`src/rtl/vbm_pkg.sv`:
```
package vbm_pkg;
  localparam int NUM_BANKS  = 9;
  localparam int SLOT_SHIFT = 14;
  localparam int SLOT_W     = 10;

  typedef struct packed {
    logic            valid;
    logic [2:0]      region;
    logic [7:0]      base;
    logic [2:0]      per_log;
    logic [3:0][7:0] offs;
  } map_entry_t;

  // capacity in 16 KiB slots
  function automatic int bank_slots(input int b);
    case (b)
      0, 1, 2, 3: return 8;
      4:          return 4;
      7:          return 2;
      default:    return 1;
    endcase
  endfunction

  function automatic int bank_bytes_log2(input int b);
    return SLOT_SHIFT + $clog2(bank_slots(b));
  endfunction

  function automatic map_entry_t map_entry(input int b, input logic [2:0] sel);
    map_entry_t e;
    e = '0;
    case (sel)
      3'd0: begin
        e.valid   = 1'b1;
        e.region  = 3'd4;
        e.per_log = 3'd6;
        case (b)
          0: e.base = 8'd0;
          1: e.base = 8'd8;
          2: e.base = 8'd16;
          3: e.base = 8'd24;
          4: e.base = 8'd32;
          5: e.base = 8'd36;
          6: e.base = 8'd37;
          7: e.base = 8'd38;
          default: e.base = 8'd40;
        endcase
      end
      3'd1: begin
        e.valid = 1'b1;
        if (b >= 7) begin
          e.region  = 3'd1;
          e.per_log = 3'd2;
          e.base    = (b == 8) ? 8'd2 : 8'd0;
        end else begin
          e.region  = 3'd0;
          e.per_log = 3'd5;
          if (b < 4) begin
            e.offs[1] = 8'd8; e.offs[2] = 8'd16; e.offs[3] = 8'd24;
          end else if (b == 5) begin
            e.offs[1] = 8'd1; e.offs[2] = 8'd4; e.offs[3] = 8'd5;
          end
        end
      end
      3'd2: begin
        if (b == 8) begin
          e.valid   = 1'b1;
          e.region  = 3'd3;
          e.per_log = 3'd0;
        end else if (b != 2 && b != 3) begin
          e.valid   = 1'b1;
          e.region  = 3'd2;
          e.per_log = 3'd4;
          if (b < 2) begin
            // offsets 2,3 start beyond the map: nowhere
            e.offs[1] = 8'd8; e.offs[2] = 8'd128; e.offs[3] = 8'd128;
          end else if (b == 5) begin
            e.offs[1] = 8'd1; e.offs[2] = 8'd4; e.offs[3] = 8'd5;
          end
        end
      end
      3'd4: begin
        if (b == 2 || b == 3) begin
          e.valid   = 1'b1;
          e.region  = (b == 2) ? 3'd1 : 3'd3;
          e.per_log = 3'd3;
        end
      end
      default: e = '0;
    endcase
    return e;
  endfunction
endpackage

```
`src/rtl/vbm_cfg_regs.sv`:
```
module vbm_cfg_regs #(
  parameter int N     = 9,
  parameter int IDX_W = 4
) (
  input  logic            clk_i,
  input  logic            rst_ni,
  input  logic            we_i,
  input  logic [IDX_W-1:0] idx_i,
  input  logic [7:0]      data_i,
  output logic [N-1:0][7:0] cfg_o
);
  logic [N-1:0][7:0] cfg_q;

  always_ff @(posedge clk_i or negedge rst_ni) begin
    if (!rst_ni) begin
      cfg_q <= '0;
    end else begin
      for (int b = 0; b < N; b++) begin
        if (we_i && idx_i == IDX_W'(b)) cfg_q[b] <= data_i;
      end
    end
  end

  assign cfg_o = cfg_q;
endmodule

```
`src/rtl/vbm_bank_hit.sv`:
```
module vbm_bank_hit import vbm_pkg::*; #(
  parameter int BANK = 0
) (
  input  logic [7:0]        cfg_i,
  input  logic [SLOT_W-1:0] slot_i,
  output logic              hit_o
);
  localparam int SIZE_SLOTS = bank_slots(BANK);

  map_entry_t e;
  logic [7:0] start, pos, rel, pmask;
  logic       unused_bit6;

  assign unused_bit6 = slot_i[6];

  always_comb begin
    e     = map_entry(BANK, cfg_i[2:0]);
    start = e.base + e.offs[cfg_i[4:3]];
    pos   = {2'b00, slot_i[5:0]};
    rel   = pos - start;
    pmask = (8'd1 << e.per_log) - 8'd1;
    hit_o = cfg_i[7] && e.valid
         && (slot_i[SLOT_W-1 -: 3] == e.region)
         && (pos >= start)
         && ((rel & pmask) < 8'(SIZE_SLOTS));
  end
endmodule

```
`src/rtl/vbm_read_merge.sv`:
```
module vbm_read_merge #(
  parameter int N  = 9,
  parameter int DW = 32
) (
  input  logic          clk_i,
  input  logic          rst_ni,
  input  logic          rd_fire_i,
  input  logic [N-1:0]  hit_i,
  input  logic [N*DW-1:0] bank_rdata_i,
  output logic [DW-1:0] rdata_o
);
  logic [N-1:0] rd_mask_q;

  always_ff @(posedge clk_i or negedge rst_ni) begin
    if (!rst_ni) rd_mask_q <= '0;
    else         rd_mask_q <= rd_fire_i ? hit_i : '0;
  end

  always_comb begin
    rdata_o = '0;
    for (int b = 0; b < N; b++) begin
      if (rd_mask_q[b]) rdata_o = rdata_o | bank_rdata_i[b*DW +: DW];
    end
  end
endmodule

```
`src/rtl/vram_bank_mapper.sv`:
```
module vram_bank_mapper import vbm_pkg::*; #(
  parameter int ADDR_W  = 24,
  parameter int DATA_W  = 32,
  parameter int BANK_AW = 15,
  parameter int IDX_W   = 4
) (
  input  logic                      clk_i,
  input  logic                      rst_ni,
  input  logic                      cfg_we_i,
  input  logic [IDX_W-1:0]          cfg_idx_i,
  input  logic [7:0]                cfg_data_i,
  input  logic                      cpu_req_i,
  input  logic                      cpu_we_i,
  input  logic [ADDR_W-1:0]         cpu_addr_i,
  input  logic [DATA_W-1:0]         cpu_wdata_i,
  output logic [DATA_W-1:0]         cpu_rdata_o,
  output logic [NUM_BANKS-1:0]      bank_en_o,
  output logic [NUM_BANKS-1:0]      bank_we_o,
  output logic [NUM_BANKS*BANK_AW-1:0] bank_addr_o,
  output logic [DATA_W-1:0]         bank_wdata_o,
  input  logic [NUM_BANKS*DATA_W-1:0] bank_rdata_i,
  output logic [NUM_BANKS-1:0]      dbg_hit_o
);
  logic [NUM_BANKS-1:0][7:0] cfg;
  logic [SLOT_W-1:0]         slot;
  logic [NUM_BANKS-1:0]      hit;
  logic                      unused_lo;

  assign slot      = cpu_addr_i[SLOT_SHIFT +: SLOT_W];
  assign unused_lo = ^cpu_addr_i[1:0];

  vbm_cfg_regs #(.N(NUM_BANKS), .IDX_W(IDX_W)) u_cfg (
    .clk_i  (clk_i),
    .rst_ni (rst_ni),
    .we_i   (cfg_we_i),
    .idx_i  (cfg_idx_i),
    .data_i (cfg_data_i),
    .cfg_o  (cfg)
  );

  for (genvar b = 0; b < NUM_BANKS; b++) begin : g_bank
    localparam int LW = bank_bytes_log2(b) - 2;
    vbm_bank_hit #(.BANK(b)) u_hit (
      .cfg_i  (cfg[b]),
      .slot_i (slot),
      .hit_o  (hit[b])
    );
    assign bank_addr_o[b*BANK_AW +: BANK_AW] = BANK_AW'(cpu_addr_i[2 +: LW]);
  end

  assign dbg_hit_o    = hit;
  assign bank_en_o    = cpu_req_i ? hit : '0;
  assign bank_we_o    = (cpu_req_i && cpu_we_i) ? hit : '0;
  assign bank_wdata_o = cpu_wdata_i;

  vbm_read_merge #(.N(NUM_BANKS), .DW(DATA_W)) u_merge (
    .clk_i        (clk_i),
    .rst_ni       (rst_ni),
    .rd_fire_i    (cpu_req_i && !cpu_we_i),
    .hit_i        (hit),
    .bank_rdata_i (bank_rdata_i),
    .rdata_o      (cpu_rdata_o)
  );
endmodule

```
`config.mk`:
```
export PLATFORM = sky130hd
export DESIGN_NAME = vram_bank_mapper
export DESIGN_NICKNAME = d
export VERILOG_FILES = /design/src/rtl/vbm_pkg.sv /design/src/rtl/vbm_cfg_regs.sv /design/src/rtl/vbm_bank_hit.sv /design/src/rtl/vbm_read_merge.sv /design/src/rtl/vram_bank_mapper.sv
export SDC_FILE = /design/constraint.sdc
export NUM_CORES = 1
export LEC_CHECK = 0
export BUFFER_PORTS_ARGS = -buffer_cell sky130_fd_sc_hd__buf_2
export CAP_MARGIN = 20
export CORE_AREA = 5 5 228 230
export CTS_CLUSTER_SIZE = 28
export DETAILED_ROUTE_END_ITERATION = 8
export DIE_AREA = 0 0 233 235
export PLACE_DENSITY_LB_ADDON = 0.15
export REMOVE_ABC_BUFFERS = 1
export SLEW_MARGIN = 5
export SYNTH_ARGS = -nofsm -noshare
export SYNTH_HDL_FRONTEND = slang
export SYNTH_SLANG_ARGS = --single-unit
```
`constraint.sdc`:
```
create_clock -name clk_i -period 11.76 [get_ports clk_i]
set_clock_uncertainty 0.1 [all_clocks]
set_input_delay 2.352 -clock clk_i [delete_from_list [all_inputs] [get_ports clk_i]]
set_output_delay 2.352 -clock clk_i [all_outputs]
set_load 0.005 [all_outputs]
```
==> summary.txt <==
Global routing
  • Largest net degree at the start of global routing: 56
  • Vias in the first global route: 7,523
  • First-pass GRT wire length: 69,700 µm
  • Initial antenna violation count: 35
  • Gr ovfl total: 0
  • Total GRT Usage: 0.186

Setup path
  • Req. time, crit path: 9310 ps
  • Worst-path fanout max: 11
  • Worst path cell trace: buf_2 > inv_1 > ha_1 > inv_1 > fa_1 > or4b_2 > a21oi_1 > o22ai_1 > or2_1 > nor2_1 > buf_2
  • Critical Path Source Type: primary input
  • Arr. time, crit path: 5340 ps
  • Endpoint class of the critical path: output pin
  • Slowest Stage Delay on Critical Path: 610 ps
  • Critical path's slowest cell: or4b_2
  • Setup CP Type: primary input to output pin

Clock tree
  • Clock latency on the worst-skew pair: 300 ps
  • Root buffer cell: clkbuf_16
  • Post-CTS Resized: 0
  • Clk sink count: 55
  • CTS Hold Bufs: 0
  • Htree depth: 2
  • Clock Pin Slew Worst Setup and Hold Paths: 70 ps
  • Clock buffer count from CTS: 5
  • Post-CTS setup buffer count: 0
  • Deepest clock path buffer count: 2
  • CTS tree: yes

Placement
  • Final GP Congestion: 0.857
  • PortBufs: 385
  • Post-detailed-placement half-perimeter wirelength: 46,700 µm
  • Placed cell area: 8260 µm²

Logic synthesis
  • Seq cells post-synth: 55
  • Synth Warn #: 0
  • Synth cell types: 71
  • Yosys top cell by area: dfrtp_1
  • Syn Std Cell Area: 6840 µm²
  • Post-synth top cells: buf_4, dfrtp_1, mux2_2, inv_1, nand3_1
  • Top-area cell type share of the netlist area: 0.201
  • Async S/R FF share, synth: 1.00
  • Post-synth EDFFs: 0
  • Main synth FF type: dfrtp_1
  • Dominant cells by area after synthesis: dfrtp_1, buf_4, mux2_2
  • Synthesized area per cell: 8.73 µm²
  • Mapped Cells: 783
  • Sequential area share after synthesis: 0.201
  • Top-count cell post-synth: buf_4

STA
  • Max Freq: 128 MHz
  • Slew @ Worst Pin: 1070 ps
  • Slew HR: 0.286
  • Period minus WS final: 7790 ps
  • Period utilization: 0.663
  • Final Max Tran Viols: 0
  • Total negative setup slack: 0 ps
  • RSZ-0062 raised after global routing: no
  • Final hold viol count: 0
  • Final setup viols: 0

Run
  • Maxcap violations: 0

Die
  • Die height: 235 µm
  • Width of the die: 233 µm
  • Starting density of the core: 0.138
  • Io pins: 587
  • Floorplan row count: 82
  • Core area: 49,700 µm²
  • DIE AREA: 54,800 µm²

Routing
  • Routed via count: 7,260
  • Routed Antenna Nets: 0
  • Drt pass-1 iters: 7
  • Detailed-route wire length per cell: 32.4 µm
  • Via density: 4.34
  • DRC errors left: 0
  • Final WL: 54,100 µm
  • Iteration-0 DRC Markers: 548

Cells and area
  • Post-layout net count: 1,387
  • Fill cells: 5,774
  • Final design area excluding fillers: 8450 µm²
  • Layout cells sized above 1: 0.467
  • Area Growth Syn to Fin: 23.5%
  • Util after Layout: 0.170

Power
  • Peak supply drop: 0.0486 mV
  • P per Cell Area: 85.8 nW/µm²
  • Leak: 4.05 nW

Outcome
  • Status: complete, no violations

Min path
  • Hold Crit Class: register to register
[cells in the final DEF (no fill, tap or decap), drive strengths merged, types with 3 or more instances in the layout]
cell type,instances
dfrtp,55
a22o,34
a31oi,4
nor4bb,3
xnor2,5
a221oi,32
nand2b,8
o21ai,16
nor3b,9
o22ai,3
nand4,5
nand3b,10
and3,6
fa,9
a211oi,5
a21oi,7
mux2i,6
buf,395
nor3,17
a22oi,32
and2,4
and3b,3
a2111oi,4
nor2,33
diode,19
a222oi,32
ha,35
nand3,38
nor2b,6
nor4,5
mux2,45
or2,4
inv,40
nand2,16
conb,12
clkbuf,6
or3,6
[flip-flops by register name, summed over array words and instances, names as in the netlist]
name / cells
u_cfg.cfg_o: 46
u_merge.rd_mask_q: 9
[layout make-up]
type	instances	area [µm²]	share of cell area
well taps	672	841	0.0995
inverters	40	150	0.0178
flip-flops and latches	55	1380	0.163
repair buffers	395	2000	0.237
clock inverters	1	5.00	0.000592
multi-input cells	485	3890	0.460
clock buffers	6	139	0.0164
diodes	19	47.5	0.00563
[cells by family after synthesis]
family | share of synthesized area
buffers and inverters | 0.236
AOI/OAI and AO/OA | 0.230
and+or+nand+nor | 0.150
DFF | 0.201
muxes | 0.0829
adders and majority gates | 0.0904
xor gates and xnor gates | 0.00896
other | 0.000548
[metal layers]
metal / wire, µm / part of all wire / GRT usage / vias up
li1: - / - / - / 3199
met1: 15500 / 0.29 / 0.155 / 3446
met2: 30100 / 0.56 / 0.358 / 511
met3: 4680 / 0.086 / 0.0624 / 102
met4: 3770 / 0.070 / 0.132 / 2
met5: 65 / 0.0012 / 0.0116 / -
[power breakdown]
group          switching, mW  total (mW)  internal [mW]  leakage, nW
clock                 0.0715       0.155         0.0835       0.0728
combinational          0.158       0.306          0.149         3.28
sequential            0.0374       0.263          0.226        0.690
[stage by stage]
stage	power, mW	setup slack [ps]	std cells	hold WS [ps]
after global routing	0.785	3870	1671	430
after detailed placement	0.576	3920	1647	389
final	0.725	3970	1673	404
after floorplan	0.433	5010	580	371
after CTS	0.738	3910	1654	407
after global placement	0.573	3850	1647	386
[final timing paths]
kind,startpoint,to,slack (ps),depth (start not counted)
max,cpu_addr_i[17],bank_we_o[2],3970,11
max reg2reg,u_cfg.cfg_o[24],u_merge.rd_mask_q[3],8250,10
max in group asynchronous,rst_ni,u_merge.rd_mask_q[2],8950,2
min reg2reg,u_cfg.cfg_o[43],u_cfg.cfg_o[43],400,1
min in group asynchronous,rst_ni,u_cfg.cfg_o[15],2110,2
min,u_cfg.cfg_o[43],u_cfg.cfg_o[43],400,1
[worst max-delay path, delay by kind of cell]
family / cells / cell delay (ps)
AOI/OAI and AO/OA: 2 / 270
adders and majority gates: 2 / 700
buffers and inverters: 4 / 820
and+or+nand+nor: 3 / 1180
(Power assumes the default switching activity.)
